--- src/rtl/nclk_pkg.sv ---
package nclk_pkg;
  typedef enum logic {
    SW_IDLE = 1'b0,
    SW_RUN  = 1'b1
  } sweep_st_e;
endpackage

--- src/rtl/nclk_frame_slot.sv ---
module nclk_frame_slot #(
  parameter int DIRTY_CHANCES = 2,
  localparam int CNT_W = $clog2(DIRTY_CHANCES + 1)
) (
  input  logic             clk,
  input  logic             rst_n,
  input  logic             exam_i,
  input  logic             evict_i,
  input  logic             ref_hit_i,
  input  logic             ref_wr_i,
  input  logic             wb_clr_i,
  output logic             use_o,
  output logic             dirty_o,
  output logic [CNT_W-1:0] cnt_o
);
  logic             use_q, use_d;
  logic             dirty_q, dirty_d;
  logic [CNT_W-1:0] cnt_q, cnt_d;
  logic             en;

  assign en = exam_i | ref_hit_i | wb_clr_i;

  always_comb begin
    // a same-cycle reference wins over the clearing by the scan
    use_d = ref_hit_i | (use_q & ~exam_i);
    if (ref_hit_i && ref_wr_i)
      dirty_d = 1'b1;
    else if (wb_clr_i || (exam_i && evict_i))
      dirty_d = 1'b0;
    else
      dirty_d = dirty_q;
    cnt_d = cnt_q;
    if (exam_i) begin
      if (use_q || ref_hit_i || evict_i)
        cnt_d = '0;
      else
        cnt_d = cnt_q + 1'b1;
    end
  end

  always_ff @(posedge clk or negedge rst_n) begin
    if (!rst_n) begin
      use_q   <= 1'b0;
      dirty_q <= 1'b0;
      cnt_q   <= '0;
    end else if (en) begin
      use_q   <= use_d;
      dirty_q <= dirty_d;
      cnt_q   <= cnt_d;
    end
  end

  assign use_o   = use_q;
  assign dirty_o = dirty_q;
  assign cnt_o   = cnt_q;

  // a reference always leaves the frame marked used
  p_ref_sets_use_r1: assert property (@(posedge clk) disable iff (!rst_n)
    ref_hit_i |=> use_o);

  // a stored count never reaches the dirty limit (the frame is taken first)
  p_cnt_bound_r5: assert property (@(posedge clk) disable iff (!rst_n)
    cnt_o < CNT_W'(DIRTY_CHANCES));
endmodule

--- src/rtl/nclk_sweep_ctrl.sv ---
module nclk_sweep_ctrl
  import nclk_pkg::*;
#(
  parameter int NFRAMES       = 8,
  parameter int CLEAN_CHANCES = 1,
  parameter int DIRTY_CHANCES = 2,
  localparam int IDX_W = (NFRAMES > 1) ? $clog2(NFRAMES) : 1,
  localparam int CNT_W = $clog2(DIRTY_CHANCES + 1)
) (
  input  logic                     clk,
  input  logic                     rst_n,
  input  logic                     fault_req,
  input  logic                     ref_valid,
  input  logic [IDX_W-1:0]         ref_frame,
  input  logic [NFRAMES-1:0]       use_vec,
  input  logic [NFRAMES-1:0]       dirty_vec,
  input  logic [NFRAMES*CNT_W-1:0] cnt_vec,
  output logic [NFRAMES-1:0]       exam_vec,
  output logic                     evict,
  output logic                     busy,
  output logic [IDX_W-1:0]         hand,
  output logic                     victim_valid,
  output logic [IDX_W-1:0]         victim_frame,
  output logic                     wb_req_valid,
  output logic [IDX_W-1:0]         wb_req_frame
);
  localparam logic [CNT_W:0] LIM_CLEAN = (CNT_W+1)'(CLEAN_CHANCES);
  localparam logic [CNT_W:0] LIM_DIRTY = (CNT_W+1)'(DIRTY_CHANCES);
  localparam logic [CNT_W:0] WB_POINT  = (CNT_W+1)'(DIRTY_CHANCES - 1);

  function automatic logic [IDX_W-1:0] step(input logic [IDX_W-1:0] h);
    return (h == IDX_W'(NFRAMES - 1)) ? '0 : h + 1'b1;
  endfunction

  sweep_st_e        st_q, st_d;
  logic [IDX_W-1:0] hand_q, hand_d;
  logic             vv_q, vv_d, wv_q, wv_d;
  logic [IDX_W-1:0] vf_q, vf_d, wf_q, wf_d;

  logic             sel_use, sel_dirty, scanning, wb_fire;
  logic [CNT_W-1:0] sel_cnt;
  logic [CNT_W:0]   cnt_nx, limit;

  assign scanning  = (st_q == SW_RUN);
  assign sel_use   = use_vec[hand_q] | (ref_valid && ref_frame == hand_q);
  assign sel_dirty = dirty_vec[hand_q];
  assign sel_cnt   = cnt_vec[hand_q*CNT_W +: CNT_W];
  assign cnt_nx    = {1'b0, sel_cnt} + 1'b1;
  assign limit     = sel_dirty ? LIM_DIRTY : LIM_CLEAN;
  assign evict     = scanning && !sel_use && (cnt_nx >= limit);
  assign wb_fire   = scanning && !sel_use && sel_dirty && !evict && (cnt_nx == WB_POINT);

  for (genvar i = 0; i < NFRAMES; i++) begin : g_exam
    assign exam_vec[i] = scanning && (hand_q == IDX_W'(i));
  end

  always_comb begin
    st_d   = st_q;
    hand_d = hand_q;
    vv_d   = 1'b0;
    vf_d   = vf_q;
    wv_d   = 1'b0;
    wf_d   = wf_q;
    case (st_q)
      SW_IDLE: if (fault_req) st_d = SW_RUN;
      SW_RUN: begin
        hand_d = step(hand_q);
        if (evict) begin
          st_d = SW_IDLE;
          vv_d = 1'b1;
          vf_d = hand_q;
        end
        if (wb_fire) begin
          wv_d = 1'b1;
          wf_d = hand_q;
        end
      end
      default: st_d = SW_IDLE;
    endcase
  end

  always_ff @(posedge clk or negedge rst_n) begin
    if (!rst_n) begin
      st_q   <= SW_IDLE;
      hand_q <= '0;
      vv_q   <= 1'b0;
      vf_q   <= '0;
      wv_q   <= 1'b0;
      wf_q   <= '0;
    end else begin
      st_q <= st_d;
      vv_q <= vv_d;
      wv_q <= wv_d;
      if (scanning) hand_q <= hand_d;
      if (vv_d)     vf_q   <= vf_d;
      if (wv_d)     wf_q   <= wf_d;
    end
  end

  assign busy         = scanning;
  assign hand         = hand_q;
  assign victim_valid = vv_q;
  assign victim_frame = vf_q;
  assign wb_req_valid = wv_q;
  assign wb_req_frame = wf_q;

  // the pointer rests while idle
  p_hand_hold_idle_r2: assert property (@(posedge clk) disable iff (!rst_n)
    !busy |=> $stable(hand));

  // one frame per scan cycle, with wrap
  p_hand_step_r2: assert property (@(posedge clk) disable iff (!rst_n)
    busy |=> hand == step($past(hand)));

  // a choice ends the scan, with the pointer one past the victim
  p_victim_rest_r6: assert property (@(posedge clk) disable iff (!rst_n)
    victim_valid |-> (!busy && hand == step(victim_frame)));
endmodule

--- src/rtl/nclk_victim_sel.sv ---
module nclk_victim_sel #(
  parameter int NFRAMES       = 8,
  parameter int CLEAN_CHANCES = 1,
  parameter int DIRTY_CHANCES = 2,
  localparam int IDX_W = (NFRAMES > 1) ? $clog2(NFRAMES) : 1,
  localparam int CNT_W = $clog2(DIRTY_CHANCES + 1)
) (
  input  logic             clk,
  input  logic             rst_n,
  input  logic             ref_valid,
  input  logic [IDX_W-1:0] ref_frame,
  input  logic             ref_write,
  input  logic             wb_done_valid,
  input  logic [IDX_W-1:0] wb_done_frame,
  input  logic             fault_req,
  output logic             busy,
  output logic [IDX_W-1:0] hand,
  output logic             victim_valid,
  output logic [IDX_W-1:0] victim_frame,
  output logic             wb_req_valid,
  output logic [IDX_W-1:0] wb_req_frame
);
  logic [NFRAMES-1:0]       use_vec, dirty_vec, exam_vec;
  logic [NFRAMES*CNT_W-1:0] cnt_vec;
  logic                     evict;

  for (genvar i = 0; i < NFRAMES; i++) begin : g_slot
    logic hit, clr;
    assign hit = ref_valid && (ref_frame == IDX_W'(i));
    assign clr = wb_done_valid && (wb_done_frame == IDX_W'(i));
    nclk_frame_slot #(.DIRTY_CHANCES(DIRTY_CHANCES)) u_slot (
      .clk       (clk),
      .rst_n     (rst_n),
      .exam_i    (exam_vec[i]),
      .evict_i   (evict),
      .ref_hit_i (hit),
      .ref_wr_i  (ref_write),
      .wb_clr_i  (clr),
      .use_o     (use_vec[i]),
      .dirty_o   (dirty_vec[i]),
      .cnt_o     (cnt_vec[i*CNT_W +: CNT_W])
    );
  end

  nclk_sweep_ctrl #(
    .NFRAMES(NFRAMES), .CLEAN_CHANCES(CLEAN_CHANCES), .DIRTY_CHANCES(DIRTY_CHANCES)
  ) u_ctrl (
    .clk          (clk),
    .rst_n        (rst_n),
    .fault_req    (fault_req),
    .ref_valid    (ref_valid),
    .ref_frame    (ref_frame),
    .use_vec      (use_vec),
    .dirty_vec    (dirty_vec),
    .cnt_vec      (cnt_vec),
    .exam_vec     (exam_vec),
    .evict        (evict),
    .busy         (busy),
    .hand         (hand),
    .victim_valid (victim_valid),
    .victim_frame (victim_frame),
    .wb_req_valid (wb_req_valid),
    .wb_req_frame (wb_req_frame)
  );
endmodule

--- config.mk ---
export PLATFORM = sky130hd
export DESIGN_NAME = nclk_victim_sel
export DESIGN_NICKNAME = d
export VERILOG_FILES = /design/src/rtl/nclk_pkg.sv /design/src/rtl/nclk_frame_slot.sv /design/src/rtl/nclk_sweep_ctrl.sv /design/src/rtl/nclk_victim_sel.sv
export SDC_FILE = /design/constraint.sdc
export NUM_CORES = 1
export LEC_CHECK = 0
export CAP_MARGIN = 20
export CORE_MARGIN = 1
export CORE_UTILIZATION = 45
export DETAILED_ROUTE_END_ITERATION = 12
export PLACE_DENSITY = 0.65
export SYNTH_ARGS = -nofsm -noshare
export SYNTH_HDL_FRONTEND = slang
export SYNTH_SLANG_ARGS = --single-unit
--- constraint.sdc ---
create_clock -name clk -period 7.3 [get_ports clk]
set_input_delay 2.19 -clock clk [delete_from_list [all_inputs] [get_ports clk]]
set_output_delay 2.19 -clock clk [all_outputs]
set_load 0.03 [all_outputs]
---- Word level (Yosys, flattened, before mapping) ----
Index checks and enable logic that the tools add are counted.
Widths: inputs -> output; s select.
cells by class
  reduce and logical (&&, ||, !) cells .... 101
  muxes and demuxes ....................... 37
  magnitude comparators ................... 2
  shift operators ......................... 1
  add/subtract/negate cells ............... 10
  eq/ne operators ......................... 23
  bitwise gates (word level) .............. 42
operators by type and width
  cell                 count
  $logic_and 1x1->1    46
  $eq 3x3->1 const B   12
  $reduce_and 2->1     16
  $or 1x1->1           25
  $logic_or 1x1->1     24
  $mux 1               24
  $eq 3x2->1 const B   6
  $mux 2               9
  $add 2x1->2 const B  8
  $reduce_bool 2->1    8
  $shiftx 16x5->2      1
  $eq 3x1->1 const B   4
  $logic_not 3->1      3
  $not 1->1            9
  $and 1x1->1          8
  $bmux 1 s3           2
  $reduce_and 3->1     2
  $lt 3x4->1 const B   1
  $add 2x1->3 const B  1
  $add 3x1->3 const B  1
  $eq 3x3->1           1
  $ge 3x3->1           1
  $mux 3               1
  $logic_not 1->1      2
  $pmux 1 s2           1
storage, ports and cells
  input bits .............................. 12
  flip-flop bits (word level) ............. 44
  output and inout port bits .............. 12
  logic and storage cells ................. 246

---- Logic depth before layout (Yosys ltp) ----
Gate-level depths: netlist (run 1).
  depth in word-level cells ............... 12
  depth in mapped cells ................... 13
  gate-level depth less buffers ........... 11

---- By module ----
A second synthesis (run 1) with hierarchy kept.
unflattened totals
  cells, all modules ...................... 239
  area, all modules ....................... 2820.2 sq um
modules (own cells, without submodules)
  module           cells each  area each (sq um)  times used
  nclk_frame_slot  17          195.2              8
  nclk_sweep_ctrl  87          1066.0             1
  nclk_victim_sel  16          192.7              1

---- Worst setup path before layout (run 1) ----
No wires, ideal clock.
  kind .................................... input to register
  from .................................... input ref_frame[2]
  to ...................................... register g_slot[1].u_slot.cnt_q[1]
  cell stages on the path ................. 7
  buffers on the path ..................... 1
  setup slack ............................. 3.567 ns
  arrival time ............................ 3.650 ns
  path through ............................ xor2_1 > o41ai_2 > or3_1 > buf_6 > inv_2 > or4_1 > o22ai_1
between the ends
  word-level cells in the longest chain between the ends .. 8
  elaborated cells between the ends (all ways) .. 14
  those cells by class .................... eq/ne (2); mux (1); bitwise (3); reduce/logical (8)
RTL lines
  item                             RTL line               text
  start: declaration               nclk_victim_sel.sv:11  input logic [IDX_W-1:0] ref_frame,
  $eq 3x3->1                       nclk_sweep_ctrl.sv:45  assign sel_use = use_vec[hand_q] | (ref_valid && ref_frame == hand_q);
  $logic_and 1x1->1                nclk_sweep_ctrl.sv:45
  $or 1x1->1                       nclk_sweep_ctrl.sv:45
  $logic_not 1->1                  nclk_sweep_ctrl.sv:50  assign evict = scanning && !sel_use && (cnt_nx >= limit);
  $logic_and 1x1->1 (2 in series)  nclk_sweep_ctrl.sv:50
  $logic_or 1x1->1                 nclk_frame_slot.sv:34  if (use_q || ref_hit_i || evict_i)
  $mux 2                           nclk_frame_slot.sv:34
  end signal: assignment           nclk_frame_slot.sv:49  cnt_q <= cnt_d;
  end: declaration                 nclk_frame_slot.sv:18  logic [CNT_W-1:0] cnt_q, cnt_d;
Parallel ways exist; a longest one is shown, timed or not.
A chain may end at the register's enable or synchronous reset.

---- Worst setup path in the final report (run 1) ----
  from .................................... register u_ctrl.hand_q[0] (netlist: u_ctrl.hand[0])
  to ...................................... output hand[0]
RTL lines
  item                      RTL line               text
  start: declaration        nclk_sweep_ctrl.sv:36  logic [IDX_W-1:0] hand_q, hand_d;
  start signal: assignment  nclk_sweep_ctrl.sv:94  if (scanning) hand_q <= hand_d;
  end: declaration          nclk_victim_sel.sv:17  output logic [IDX_W-1:0] hand,
No word-level cell between the ends.

==> run_results.csv, run 1 <==
group,metric,value,unit
setup_path,crit_arrival,1.92,ns
placed_design,place_hpwl,3859,um
routing,ant_nets,0,
min_path,hold_class,"reg -> reg",
timing,fin_crit,4.111,ns
power_and_ir_drop,internal_power,734.1,uW
final_layout,final_cell_mix,"nand2_1 (53), dfrtp_1 (44), clkdlybuf4s50_1 (22)",
die,die_h,75.99,um
die,core,0.005205,mm^2
power_and_ir_drop,leakagePower,0.001265,uW
clock_network,clk_latency,0.30,ns
clock_network,hold_buffers,0,
power_and_ir_drop,combPwrFrac,51.6,%
global_route,grtUsageTotal,19.27,%
setup_path,cp-startpoint,"u_ctrl.hand[0]$_DFFE_PN0P_",
timing,setup_viol,0,
routing,drt_pass1_iterations,4,
yosys,async_reset_ff_share,100.0,%
outcome,status,"finished clean",
global_route,antenna_found_initial,0,
yosys,synth_top_area_share,44.69,%
global_route,grt_first_pass_wirelength,8666,um
routing,drt_wl_total,5241,um
yosys,synthesis.nets,268,
job,maxCapViolations,0,
clock_network,cts-root-buf,"clkbuf_8",
clock_network,cts.repair.resized,0,
power_and_ir_drop,p_total,1335,uW
clock_network,cts_tree,"built",
clock_network,cts_setup_buffers,0,
timing,rsz0062_at_grt,"false",
final_layout,layout_commonest_cell,"nand2_1",
final_layout,utilization,54.74,%
power_and_ir_drop,p_sw_share,45.00,%
setup_path,crit_family,"flip-flops",
timing,fin_tns_setup,0,ns
routing,avgRoutedWirePerCell,15.37,um
setup_path,crit_type,"reg -> out",
routing,drc,0,
die,die_area,0.005774,mm^2
setup_path,slowest_delay,0.82,ns
placed_design,port_buffers,23,
yosys,syn-cell-area,0.002464,mm^2
yosys,synthFlopType,"dfrtp_1",
min_path,worstHoldStart,"u_ctrl.victim_frame[1]$_DFFE_PN0P_",
yosys,seq_area_frac_synth,44.69,%
final_layout,antennaDiodeCount,0,
timing,worst_pin_slew,0.7304,ns
timing,fmax,243.3,MHz
setup_path,critPathCaptureType,"output port",
setup_path,crit_buf_inv,1,
timing,report.final.slew_viol_count,0,
final_layout,drive_above_1_share,11.07,%
power_and_ir_drop,power.density,468.6,mW/mm^2
die,die_w,75.99,um
global_route,grt_pass1_vias,1681,
placed_design,place_congestion,0.7977,
global_route,overflow,0,
final_layout,final_cells,341,
power_and_ir_drop,switching_power,600.8,uW
placed_design,placedCellCount,332,
die,num_io_pins,24,
routing,via_count,1861,
timing,relSlewSlack,51.31,%
clock_network,cts-htree-levels,2,
yosys,ys_top_cells_by_area,"dfrtp_1 (45%), nand2_1 (8.1%), mux4_2 (6.4%), ha_1 (4.6%), o211ai_2 (3.0%)",
timing,fin_crit_sh,56.31,%
yosys,synthCells,246,
final_layout,layout.nets,292,
clock_network,clkSinkCount,44,
setup_path,slowest_stage,"dfrtp_1",
setup_path,r2r-start,"u_ctrl.hand[0]$_DFFE_PN0P_",
power_and_ir_drop,p_clk_share,12.0,%
routing,avgViaCountPerCell,5.457,
die,start_util,47.33,%
yosys,yosysUniqueCellTypes,38,
routing,drt-initial-drc-count,84,
power_and_ir_drop,p_seq_share,36.4,%
yosys,ys_ff_latch,44,
timing,finalClockSkew,0.007356,ns
die,row_count,26,
setup_path,cp_cell_sequence,"clkdlybuf4s50_1",
final_layout,syn_to_final_growth,15.64,%
yosys,avgSynthCellArea,10.01,um^2
clock_network,clk_path_buf_depth,2,
yosys,synth_top_area_cell,"dfrtp_1",
clock_network,cts_buffers,5,
power_and_ir_drop,peakVddDrop,0.2357,mV
setup_path,required,5.11,ns
yosys,synth_enable_flop_cells,0,
setup_path,worstPathMaxFanout,14,
yosys,ys_warn_count,0,
timing,hold_viol_final,0,
setup_path,worstSetupStartpointType,"flip-flop",
clock_network,clkTransAtPathRegs,0.08,ns
timing,hold_slack,0.4994,ns
global_route,grt_max_degree,45,
-- state kept, by name, indices dropped and copies added (netlist names), 3 cells and up --
name / count
u_ctrl.wb_req_frame: 3
g_slot.u_slot.use_o: 8
g_slot.u_slot.dirty_o: 8
g_slot.u_slot.cnt_o: 16
u_ctrl.hand: 3
u_ctrl.victim_frame: 3
-- cell type report --
cell class	instances	area, um^2
Fill cell	493	2356
Multi-Input combinational cell	181	1257
Sequential cell	44	1101
Timing Repair Buffer	25	260.3
Tap cell	70	87.58
Clock buffer	7	86.33
Inverter	13	48.80
Clock inverter	1	7.507
-- power by group through the flow --
| stage | Combinational, uW | Clock (uW) | Sequential [uW] |
|---|---|---|---|
| detailed placement | 690 | 0 | 491 |
| floorplan | 525 | 0 | 481 |
| global route | 764 | 173 | 505 |
| global placement | 679 | 0 | 489 |
| CTS | 692 | 164 | 486 |
| finish | 689 | 160 | 485 |
-- cell usage after synthesis (all sizes together), types with 4 or more instances --
cell type,instances
o22ai,4
inv,13
o21ai,9
nor3,5
nand2,53
mux4,8
ha,9
dfrtp,44
a21o,8
nor2,15
buf,7
mux2,4
or4,4
a21oi,4
nand2b,4
nand3,8
o211ai,13
nor3b,5
nor2b,9
-- worst paths after layout --
path / cells after the start / slack, ns / endpoint
max: 1 / 3.19 / hand[0]
min: 2 / 0.50 / u_ctrl.victim_frame[1]$_DFFE_PN0P_
max reg2reg: 7 / 3.72 / u_ctrl.wb_req_frame[0]$_DFFE_PN0P_
min reg2reg: 2 / 0.50 / u_ctrl.victim_frame[1]$_DFFE_PN0P_
max in group asynchronous: 2 / 4.93 / g_slot[0].u_slot.dirty_o$_DFFE_PN0P_
min in group asynchronous: 1 / 1.88 / g_slot[2].u_slot.dirty_o$_DFFE_PN0P_
-- metal layers --
layer / part of all wire, % / vias to the layer above / GRT usage, %
li1: - / 914 / -
met1: 48 / 894 / 28.05
met2: 46 / 47 / 29.64
met3: 5.0 / 6 / 3.234
met4: 1.2 / 0 / 5.769
met5: 0 / - / 0
-- through the flow --
stage | worst slack (ns) | cell area (um^2)
floorplan | 3.567 | 2464
global placement | 3.044 | 2728
detailed placement | 3.023 | 2728
CTS | 3.117 | 2821
global route | 3.064 | 2849
finish | 3.189 | 2849
-- cells by family (layout without fill, tap and decap cells) --
family,after synthesis,count (layout),synth area share (%)
AO/OA/AOI/OAI,43,43,13.26
XOR/XNOR,3,3,1.067
buffers and inverters,21,46,4.265
adder cells (fa/ha/maj),10,10,5.384
flip-flops,44,44,44.69
AND/OR/NAND/NOR,112,112,21.48
multiplexers,13,13,9.853
(Power assumes the default switching activity.)
==> run 2, diff against run 1 <==
==> constraint.sdc (replaced) <==
create_clock -name clk -period 4.2 [get_ports clk]
set_input_delay 1.26 -clock clk [delete_from_list [all_inputs] [get_ports clk]]
set_output_delay 1.26 -clock clk [all_outputs]
set_load 0.03 [all_outputs]
==> run_results.csv, run 2 (same netlist as run 1, synthesis figures left out) <==
group,metric,value,unit
global_route,grtUsageTotal,19.79,%
global_route,busiest_layer,"met2",
setup_path,crit_family,"simple AND/OR/NAND/NOR gates",
final_layout,antennaDiodeCount,0,
routing,drc,0,
setup_path,worstPathMaxFanout,14,
final_layout,drive_above_1_share,11.72,%
setup_path,critPathCaptureType,"flip-flop",
final_layout,multi_input_area,0.001257,mm^2
final_layout,final_cell_mix,"nand2_1 (53), dfrtp_1 (44), clkdlybuf4s50_1 (22)",
placed_design,place_hpwl,3911,um
clock_network,clkTransAtPathRegs,0.08,ns
clock_network,clkSinkCount,44,
global_route,grt_use_met1,28.93,%
final_layout,largest_reg_flops,16,
global_route,overflow,0,
timing,fmax,297.0,MHz
setup_path,r2r_slack,0.83,ns
timing,fin_crit_sh,80.17,%
timing,worst_pin_slew,0.6074,ns
power_and_ir_drop,peakVddDrop,0.3640,mV
setup_path,r2r_end,"g_slot[2].u_slot.cnt_o[1]$_DFFE_PN0P_",
setup_path,crit_arrival,3.58,ns
setup_path,crit_buf_inv,1,
final_layout,fillers,463,
routing,avgViaCountPerCell,5.522,
timing,report.final.slew_viol_count,0,
clock_network,cts-htree-levels,2,
setup_path,cp_cell_sequence,"mux4_2, mux2i_1, fa_1, a31oi_1, or3_1, inv_2, or4_1, o22ai_1",
routing,drt_pass1_iterations,4,
global_route,use_met2,29.91,%
global_route,antenna_found_initial,0,
global_route,grt_pass1_vias,1752,
final_layout,syn_to_final_growth,15.59,%
setup_path,slowest_delay,0.73,ns
placed_design,place_congestion,0.8163,
die,row_count,26,
clock_network,clk_latency,0.29,ns
power_and_ir_drop,leakagePower,0.001272,uW
final_layout,layout_commonest_cell,"nand2_1",
setup_path,rr_worst_depth,8,
clock_network,clk_path_buf_depth,2,
clock_network,cts_setup_buffers,0,
routing,avgRoutedWirePerCell,15.35,um
final_layout,ff_latch_area,0.001101,mm^2
timing,rsz0062_at_grt,"false",
clock_network,cts-root-buf,"clkbuf_8",
outcome,status,"finished clean",
placed_design,port_buffers,23,
min_path,worstHoldPathCells,2,
power_and_ir_drop,power.density,809.9,mW/mm^2
clock_network,cts.repair.resized,0,
setup_path,slowest_stage,"dfrtp_1",
setup_path,required,4.42,ns
timing,relSlewSlack,59.51,%
die,start_util,47.33,%
setup_path,worstSetupStartpointType,"flip-flop",
final_layout,utilization,54.71,%
setup_path,critical_path_depth,8,
min_path,worstHoldStart,"u_ctrl.victim_frame[1]$_DFFE_PN0P_",
routing,drt_wl_total,5265,um
clock_network,hold_buffers,0,
timing,hold_viol_final,0,
die,die_w,75.99,um
job,maxCapViolations,0,
global_route,grtUsageMet3,2.515,%
min_path,holdPathEnd,"u_ctrl.victim_frame[1]$_DFFE_PN0P_",
timing,fin_crit,3.367,ns
setup_path,r2r-start,"u_ctrl.hand[1]$_DFFE_PN0P_",
routing,drt-initial-drc-count,189,
timing,fin_tns_setup,0,ns
routing,ant_nets,0,
clock_network,cts_tree,"built",
timing,finalClockSkew,0.006713,ns
clock_network,cts_buffers,5,
die,die_h,75.99,um
global_route,grt_first_pass_wirelength,8921,um
routing,via_count,1894,
die,die_area,0.005774,mm^2
timing,setup_viol,0,
setup_path,crit_type,"reg -> reg",
global_route,grt_max_degree,45,
die,num_io_pins,24,
min_path,hold_class,"reg -> reg",
die,core,0.005205,mm^2
final_layout,layout.nets,295,
## run 2: cell types whose count changed in the layout (fill, tap and decap cells not counted)
cell        before  now
buf_16           1    0
buf_12           0    1
clkbuf_8         6    5
buf_4            1    4
clkinv_2         0    1
clkinvlp_4       1    0
## run 2: final cells by class
type / count / area share, %
well taps: 70 / 3.076
inverters: 13 / 1.714
clock buffers: 6 / 2.548
repair buffers: 28 / 9.666
clock inverters: 1 / 0.1757
multi-input cells: 181 / 44.16
flip-flops and latches: 44 / 38.66
## run 2: tightest hold or removal path, delay by kind of cell, from the launching register on
kind,cells,cell delay [ns]
DFF,1,0.35
AOI/OAI and AO/OA,1,0.06
and+or+nand+nor,1,0.05
## run 2: how the worst max path moves through the flow
stage | start | end | slack [ns]
2_1_floorplan | u_ctrl.hand[0]$_DFFE_PN0P_ | g_slot[1].u_slot.cnt_o[1]$_DFFE_PN0P_ | 0.99
3_3_place_gp | ref_frame[1] | g_slot[3].u_slot.cnt_o[1]$_DFFE_PN0P_ | 0.69
3_5_place_dp | ref_frame[1] | g_slot[3].u_slot.cnt_o[1]$_DFFE_PN0P_ | 0.66
4_1_cts | u_ctrl.hand[1]$_DFFE_PN0P_ | g_slot[3].u_slot.cnt_o[1]$_DFFE_PN0P_ | 0.83
5_1_grt | u_ctrl.hand[1]$_DFFE_PN0P_ | g_slot[3].u_slot.cnt_o[1]$_DFFE_PN0P_ | 0.64
6_report | u_ctrl.hand[1]$_DFFE_PN0P_ | g_slot[2].u_slot.cnt_o[1]$_DFFE_PN0P_ | 0.83
## run 2: through the flow
step	power [uW]	hold WS [ns]	instance area (um^2)	instances	setup WS, ns
6_report	2307	0.4933	2848	343	0.8327
5_1_grt	2496	0.5248	2848	343	0.6366
4_1_cts	2315	0.4987	2828	342	0.8285
3_5_place_dp	2066	0.4804	2750	335	0.6601
3_3_place_gp	2037	0.4754	2750	335	0.6948
2_1_floorplan	1748	0.4645	2464	246	0.9891
## run 2: where the power goes
part / internal (uW) / switching, uW / total [uW] / leakage [uW]
sequential: 613 / 179 / 792 / 0.000540
clock: 113 / 137 / 250 / 0.0000410
combinational: 551 / 712 / 1260 / 0.000691
total: 1280 / 1030 / 2310 / 0.00127
## run 2: per-layer routing
| layer | wire, um | vias up |
|---|---|---|
| met4 | 113 | 0 |
| met2 | 2389 | 42 |
| li1 | - | 922 |
| met3 | 178 | 10 |
| met5 | 0 | - |
| met1 | 2583 | 920 |
